<file path="config.mk">
export PLATFORM = sky130hd
export DESIGN_NAME = aisci_sig_detect
export DESIGN_NICKNAME = d
export VERILOG_FILES = /design/src/rtl/aisci_sig_detect.sv
export SDC_FILE = /design/constraint.sdc
export NUM_CORES = 1
export LEC_CHECK = 0
export ABC_AREA = 1
export BUFFER_PORTS_ARGS = -buffer_cell sky130_fd_sc_hd__buf_2
export CORE_ASPECT_RATIO = 0.7
export CORE_UTILIZATION = 25
export CTS_CLUSTER_SIZE = 12
export DETAILED_ROUTE_END_ITERATION = 12
export GPL_TIMING_DRIVEN = 0
export SLEW_MARGIN = 10
export SYNTH_ARGS = -nofsm -noshare
export SYNTH_HDL_FRONTEND = slang
export SYNTH_SLANG_ARGS = --single-unit
</file>
<file path="constraint.sdc">
create_clock -name clk -period 5.4 [get_ports clk]
set_input_delay 0.81 -clock clk [delete_from_list [all_inputs] [get_ports clk]]
set_output_delay 0.81 -clock clk [all_outputs]
set_load 0.01 [all_outputs]
</file>
<file path="src/rtl/aisci_sig_detect.sv">
module aisci_sig_detect #(
  parameter int SIG_LEN = 6176,
  parameter int POS_A   = 3088,
  parameter int POS_B   = 3474,
  parameter int POS_C   = 5790
) (
  input  logic clk,
  input  logic rst_n,
  input  logic rx_bit,
  input  logic ais_present,
  input  logic rd_clr,
  output logic ci_flag
);
  localparam int PW = $clog2(SIG_LEN);
  localparam logic [PW-1:0] LAST = PW'(SIG_LEN - 1);
  localparam logic [PW-1:0] ZA   = PW'(POS_A);
  localparam logic [PW-1:0] ZB   = PW'(POS_B);
  localparam logic [PW-1:0] ZC   = PW'(POS_C);

  logic          trk, locked;
  logic [PW-1:0] phase, cnt;
  logic [PW-1:0] nphase;
  logic          exp_zero, match, hit;

  assign nphase   = (phase == LAST) ? '0 : phase + 1'b1;
  assign exp_zero = (nphase == ZA) || (nphase == ZB) || (nphase == ZC);
  assign match    = trk && (rx_bit != exp_zero);
  assign hit      = match && !locked && (cnt == LAST);

  always_ff @(posedge clk) begin
    if (!rst_n) begin
      trk    <= 1'b0;
      locked <= 1'b0;
      phase  <= '0;
      cnt    <= '0;
    end else if (match) begin
      phase <= nphase;
      if (cnt != LAST) cnt <= cnt + 1'b1;
      if (hit) locked <= 1'b1;
    end else if (!rx_bit) begin
      trk    <= 1'b1;
      locked <= 1'b0;
      phase  <= ZA;
      cnt    <= PW'(1);
    end else if (trk) begin
      trk    <= 1'b0;
      locked <= 1'b0;
    end
  end

  always_ff @(posedge clk) begin
    if (!rst_n)                  ci_flag <= 1'b0;
    else if (hit && ais_present) ci_flag <= 1'b1;
    else if (rd_clr)             ci_flag <= 1'b0;
  end
endmodule


</file>
==> flow_metrics.tcl, run 1 <==
set metrics [dict create \
    setup_viol 0 \
    nets 320 \
    async_reset_ff_share_pct 0 \
    grt_pass1_wl_um 7650 \
    worst_ir_drop_vdd_uv 114 \
    slew-limit-headroom_pct 59.4 \
    cts.repair.resized 0 \
    drt_iter0_markers 167 \
    grt_use_total_pct 12.2 \
    htree_levels 2 \
    seqPwrFrac_pct 50.0 \
    max_freq_mhz 398 \
    combPwrFrac_pct 8.6 \
    ys_ff_latch 29 \
    arrival_ns 2.67 \
    place_inst 403 \
    cts.sinks 29 \
    hp-class "reg -> reg" \
    cp.required_ns 5.56 \
    initial_core_util_pct 26.1 \
    fin_cells 411 \
    drv_cap 0 \
    worst_setup_path_end_kind "flop" \
    grt_pass1_vias 1604 \
    syn_inst 300 \
    p_leak_nw 0.833 \
    intPower_w 0.000319 \
    clkTransAtPathRegs_ns 0.08 \
    antenna_left 0 \
    fillerInstances 822 \
    path_max_fanout 10 \
    utilization_pct 29.3 \
    pre_cts_ws_ns 2.90 \
    slew_viol_final 0 \
    fin_crit_sh_pct 46.5 \
    wl_per_cell_um 11.4 \
    design_area_mm2 0.00216 \
    grt_max_degree 11 \
    ys.warnings.count 0 \
    core_mm2 0.00738 \
    setup_tns_ns 0 \
    diodes 0 \
    die_area_mm2 0.00807 \
    cts.path.max_buffers 2 \
    status "completed" \
    p_clk_share_pct 41.4 \
    drive_above_1_share_pct 14.1 \
    drtPass1Iterations 4 \
    p_sw_w 0.000126 \
    synth-main-ff-cell "dfxtp_1" \
    cts_setup_buffers 0 \
    ys_seq_area_share_pct 30.1 \
    clk_latency_ns 0.30 \
    cts_made_buffers 5 \
    via_per_inst 4.58 \
    io_buffers 5 \
    drt_wl_total_um 4670 \
    syn_nets 308 \
    rsz0062_at_grt "false" \
    die_w_um 107 \
    avgSynthCellArea_um2 6.42 \
    row_count 26 \
    postCtsHoldBufs 0 \
    num_vias 1884 \
    path_class "reg -> reg" \
    hold_viol 0 \
    cts_tree "done" \
    setup_ws_ns 2.89 \
    syn-cell-area_mm2 0.00193 \
    synth_edf_count 0 \
    gp_congestion 0.837 \
    power_density_mw_per_mm2 206 \
    tightest_slew_ns 0.605 \
    clock_skew_ns 0.0147 \
    antenna_found_initial 0 \
    finalCriticalPeriod_ns 2.51 \
    drc 0 \
    gr-total-overflow 0 \
    dp_hpwl_um 3430 \
    synth.distinct_cells 32 \
    placed_cell_area_mm2 0.00207 \
    cts-root-buf "clkbuf_8" \
    synthToLayoutAreaGrowth_pct 12.1 \
    p_sw_share_pct 28.3 \
    fp.dieH_um 75.5 \
    ioPinCount 6 \
    startpoint_type "flop" \
]
-- final timing paths --
path              startpoint       to  slack [ns]  cells past startpoint
setup / recovery    phase[0]   locked        2.89                     15
hold / removal       ci_flag  ci_flag        0.47                      2
setup reg to reg    phase[0]   locked        2.89                     15
hold reg to reg      ci_flag  ci_flag        0.47                      2
-- through the flow --
| stage | power [W] | hold slack [ns] |
|---|---|---|
| global placement | 0.000265 | 0.453 |
| CTS | 0.000447 | 0.470 |
| global route | 0.000464 | 0.486 |
| detailed placement | 0.000265 | 0.458 |
| floorplan | 0.000254 | 0.460 |
| finish | 0.000445 | 0.469 |
-- cell usage in the layout, fill, tap and decap left out, types with 3 or more instances in the layout --
master / Yosys / routed
nand4_1: 6 / 6
or2_2: 5 / 5
a211oi_1: 3 / 3
nand2_1: 79 / 79
nand2_2: 4 / 4
nor3_1: 4 / 4
nor2_2: 5 / 5
a21oi_1: 26 / 26
clkbuf_8: 0 / 5
nand3_2: 4 / 4
nor2_1: 34 / 34
nand3_1: 29 / 29
dfxtp_1: 29 / 29
buf_6: 3 / 3
buf_2: 1 / 6
inv_1: 36 / 36
clkbuf_1: 3 / 3
xor2_1: 8 / 8
ha_1: 3 / 3
-- layer usage --
metal	up-vias	GRT usage, %	part of all wire [%]
li1	989	-	-
met1	839	18.0	54
met2	50	17.3	38
met3	6	3.08	6.4
met4	0	3.20	1.1
met5	-	0	0
-- cells in the mapped netlist (all sizes together), types with 3 or more instances --
master / count / area, um2
nor3: 4 / 20.0
nand2: 83 / 322
nand3: 34 / 203
buf: 6 / 53.8
inv: 37 / 139
nand4: 7 / 50.1
ha: 3 / 37.5
nor2: 40 / 170
or2: 6 / 37.5
dfxtp: 29 / 581
o21ai: 4 / 23.8
a211oi: 3 / 22.5
a21oi: 27 / 139
clkbuf: 3 / 11.3
xor2: 8 / 70.1
-- critical path: stages, from the launching register on --
cell     delay [ns]
dfxtp_1        0.42
ha_1           0.20
nand2_1        0.15
nor2_4         0.24
nand3_2        0.18
nand3_1        0.12
nand2_1        0.09
nor2_1         0.10
nand3_1        0.12
nand2_1        0.13
nand2_2        0.10
nand3_4        0.11
buf_6          0.15
o21ai_0        0.09
a21oi_1        0.13
nor2_1         0.05
-- registers in the layout, summed over array words and instances (netlist names) --
signal,count
phase,13
ci_flag,1
trk,1
cnt,13
locked,1
-- power by group through the flow --
stage / Combinational, W / Sequential, W / Clock [W]
global placement: 0.0000379 / 0.000227 / 0
CTS: 0.0000384 / 0.000222 / 0.000186
finish: 0.0000383 / 0.000222 / 0.000184
floorplan: 0.0000279 / 0.000226 / 0
detailed placement: 0.0000382 / 0.000227 / 0
global route: 0.0000430 / 0.000223 / 0.000199
-- layout make-up --
type	instances	area (um2)	share of cell area, %
Multi-Input combinational cell	225	1140	52.9
Buffer	9	65.1	3.01
Timing Repair Buffer	5	25.0	1.16
Clock inverter	3	17.5	0.811
Inverter	37	139	6.43
Clock buffer	5	68.8	3.18
Tap cell	98	123	5.67
Sequential cell	29	581	26.9
-- cells by family after synthesis --
group	Yosys count	share of synthesized area (%)
and+or+nand+nor	177	42.7
AOI/OAI and AO/OA	35	10.1
buffers and inverters	46	10.6
DFF	29	30.1
xor gates and xnor gates	10	4.55
adders and majority gates	3	1.95
Note: power is estimated with default switching activity, not from simulation.
==> run 2, diff against run 1 <==
--- a/config.mk
+++ b/config.mk
@@ -5,7 +5,7 @@
 export SDC_FILE = /design/constraint.sdc
 export NUM_CORES = 1
 export LEC_CHECK = 0
-export ABC_AREA = 1
+export ABC_AREA = 0
 export BUFFER_PORTS_ARGS = -buffer_cell sky130_fd_sc_hd__buf_2
 export CORE_ASPECT_RATIO = 0.7
 export CORE_UTILIZATION = 25
==> constraint.sdc (replaced) <==
create_clock -name clk -period 2.6 [get_ports clk]
set_input_delay 0.39 -clock clk [delete_from_list [all_inputs] [get_ports clk]]
set_output_delay 0.39 -clock clk [all_outputs]
set_load 0.01 [all_outputs]
==> run 2 against run 1 <==
  * The run now ends with negative setup slack left
  * Non-clock buffer count up 42
  * Combinational power rose to 3.5 times the previous value
  * Clock power rose to 3.1 times the previous value
  * Area after synthesis increased by 14%
  * Sequential cell count unchanged
  * Design area increased by 45%
==> flow_metrics.tcl, run 2 <==
set metrics [dict create \
    drtPass1Iterations 4 \
    syn_inst 287 \
    cts_tree "done" \
    status "finished, violations left" \
    drc 0 \
    fillerInstances 826 \
    drt_wl_total_um 7730 \
    htree_levels 2 \
    clock_skew_ns 0.00464 \
    antenna_found_initial 0 \
    via_per_inst 5.62 \
    worst_ir_drop_vdd_uv 237 \
    violations "negative setup slack" \
    slew_viol_final 0 \
    max_freq_mhz 371 \
    tightest_slew_ns 0.657 \
    nets 337 \
    max_stage_delay_ns 0.48 \
    worst_r2r_endpoint "cnt[0]" \
    synth.distinct_cells 73 \
    worst_setup_path_end_kind "flop" \
    gp_congestion 0.934 \
    cp_cell_sequence "ha_4 -> buf_6 -> inv_4 -> or4_4 -> a21oi_2 -> a221oi_2 -> o32a_1 -> buf_6 -> or4_1 -> nor4bb_1" \
    core_mm2 0.00851 \
    die_area_mm2 0.00920 \
    cts_made_buffers 5 \
    synth_top_area_share_pct 26.3 \
    drv_cap 0 \
    synthToLayoutAreaGrowth_pct 41.9 \
    yosysMostFrequentCell "nand2_1" \
    grt_max_degree 11 \
    ys.warnings.count 0 \
    rr_worst_depth 10 \
    ys_seq_area_share_pct 26.3 \
    hp-class "in -> reg" \
    cp.required_ns 2.76 \
    diodes 0 \
    gr-total-overflow 0 \
    fin_crit_sh_pct 104 \
    wl_per_cell_um 17.2 \
    arrival_ns 2.85 \
    fp.dieH_um 80.5 \
    setup_ws_ns -0.0921 \
    grt_pass1_wl_um 11900 \
    hold_path_end "ci_flag" \
    cts-root-buf "clkbuf_16" \
    multi_input_area_mm2 0.00177 \
    synth_area_leader_cell "dfxtp_1" \
    antenna_left 0 \
    holdWs_ns 0.373 \
    async_reset_ff_share_pct 0 \
    finalCriticalPeriod_ns 2.69 \
    top_regs "cnt: 13 flops, phase: 13 flops" \
    power_density_mw_per_mm2 371 \
    mostFrequentLayoutCells "nand2_1, buf_4, dfxtp_1" \
    hp-start "rd_clr" \
    cts.sinks 29 \
    crit_family "simple AND/OR/NAND/NOR gates" \
    synthTopCellsByArea "dfxtp_1, nand2_1, a21oi_1" \
    synth_edf_count 0 \
    postCtsHoldBufs 0 \
    drt_iter0_markers 251 \
    path_class "reg -> reg" \
    dp_hpwl_um 4950 \
    seq_area_um2 598 \
    hold_viol 0 \
    finalPower_w 0.00116 \
    cpMostUsedCell "buf_6" \
    rsz0062_at_grt "true" \
    slowest_stage "or4_4" \
    utilization_pct 36.7 \
    final_common_cell "nand2_1" \
    drive_above_1_share_pct 37.6 \
    synth-main-ff-cell "dfxtp_1" \
    syn_nets 295 \
    ys_top_cells_by_count "nand2_1, dfxtp_1, a21oi_1" \
    io_buffers 5 \
    syn-cell-area_mm2 0.00220 \
    ioPinCount 6 \
    slew-limit-headroom_pct 56.2 \
    path_max_fanout 7 \
    crit_buf_inv 3 \
    num_vias 2531 \
    die_w_um 114 \
    r2r_setup_slack_ns -0.09 \
    startpoint_type "flop" \
    rr_startpoint "phase[1]" \
    grt_use_total_pct 16.6 \
    clkTransAtPathRegs_ns 0.05 \
    cts.path.max_buffers 2 \
    p_leak_nw 1.05 \
    initial_core_util_pct 25.9 \
    grt_pass1_vias 2262 \
    clk_latency_ns 0.28 \
    row_count 28 \
    ys_ff_latch 29 \
    holdPathStages 3 \
    avgSynthCellArea_um2 7.68 \
    setup_viol 18 \
]
-- run 2: area by class of cell --
type	count	area share, %
Timing Repair Buffer	36	9.29
Buffer	20	4.68
Tap cell	120	4.80
Clock inverter	2	0.320
Sequential cell	29	19.1
Clock buffer	6	4.12
Inverter	7	0.921
Multi-Input combinational cell	230	56.7
-- run 2: tightest hold or removal path, stage by stage --
cell and delay [ns]:
buf_2 0.07, nand3b_1 0.09, o21ai_1 0.05
-- run 2: worst max path at each step --
stage               endpoint  slack [ns]  depth (start not counted)     start
floorplan             cnt[0]        0.02                         10  phase[1]
global placement    phase[2]       -0.47                         11  phase[1]
detailed placement  phase[2]       -0.53                         11  phase[1]
CTS                   cnt[0]       -0.06                          9  phase[4]
global route         cnt[11]       -0.20                         12  phase[1]
finish                cnt[0]       -0.09                         10  phase[1]
-- run 2: metal layers --
metal  up-vias  track usage [%]  wire length [um]
met2       119             24.4              3290
met5         -                0                 0
met1      1211             24.2              3760
li1       1183                -                 -
met4         0             4.81               122
met3        18             3.32               556
-- run 2: what timing repair did --
item / in CTS / in global routing
cloned: 2 / 1
gates resized for setup: 54 / 43
endpoints found under the setup margin: 27 / 27
buffers inserted: 20 / 8
pin swaps: 15 / 26
-- run 2: kinds of logic (layout without fill, tap and decap cells) --
logic type | Yosys count | after routing | synth area share [%]
AND/OR/NAND/NOR | 143 | 143 | 37.8
AO/OA/AOI/OAI | 78 | 78 | 25.1
flip-flops | 29 | 29 | 26.3
buffers and inverters | 28 | 71 | 6.64
XOR/XNOR | 6 | 6 | 2.38
adder cells (fa/ha/maj) | 3 | 3 | 1.70
-- run 2: per-stage QoR --
step | TNS (ns) | area, um2 | setup WS (ns) | cells
detailed placement | -10.07 | 2380 | -0.526 | 412
finish | -0.675 | 3130 | -0.0921 | 450
global route | -3.02 | 3130 | -0.200 | 450
CTS | -0.221 | 2900 | -0.0565 | 442
floorplan | 0 | 2200 | 0.0166 | 287
global placement | -8.46 | 2380 | -0.469 | 412
-- run 2: report_power, final --
| part | internal (W) | switching [W] | leakage, nW |
|---|---|---|---|
| combinational | 0.0000468 | 0.0000873 | 0.742 |
| sequential | 0.000451 | 0.0000101 | 0.240 |
| clock | 0.000351 | 0.000213 | 0.0706 |
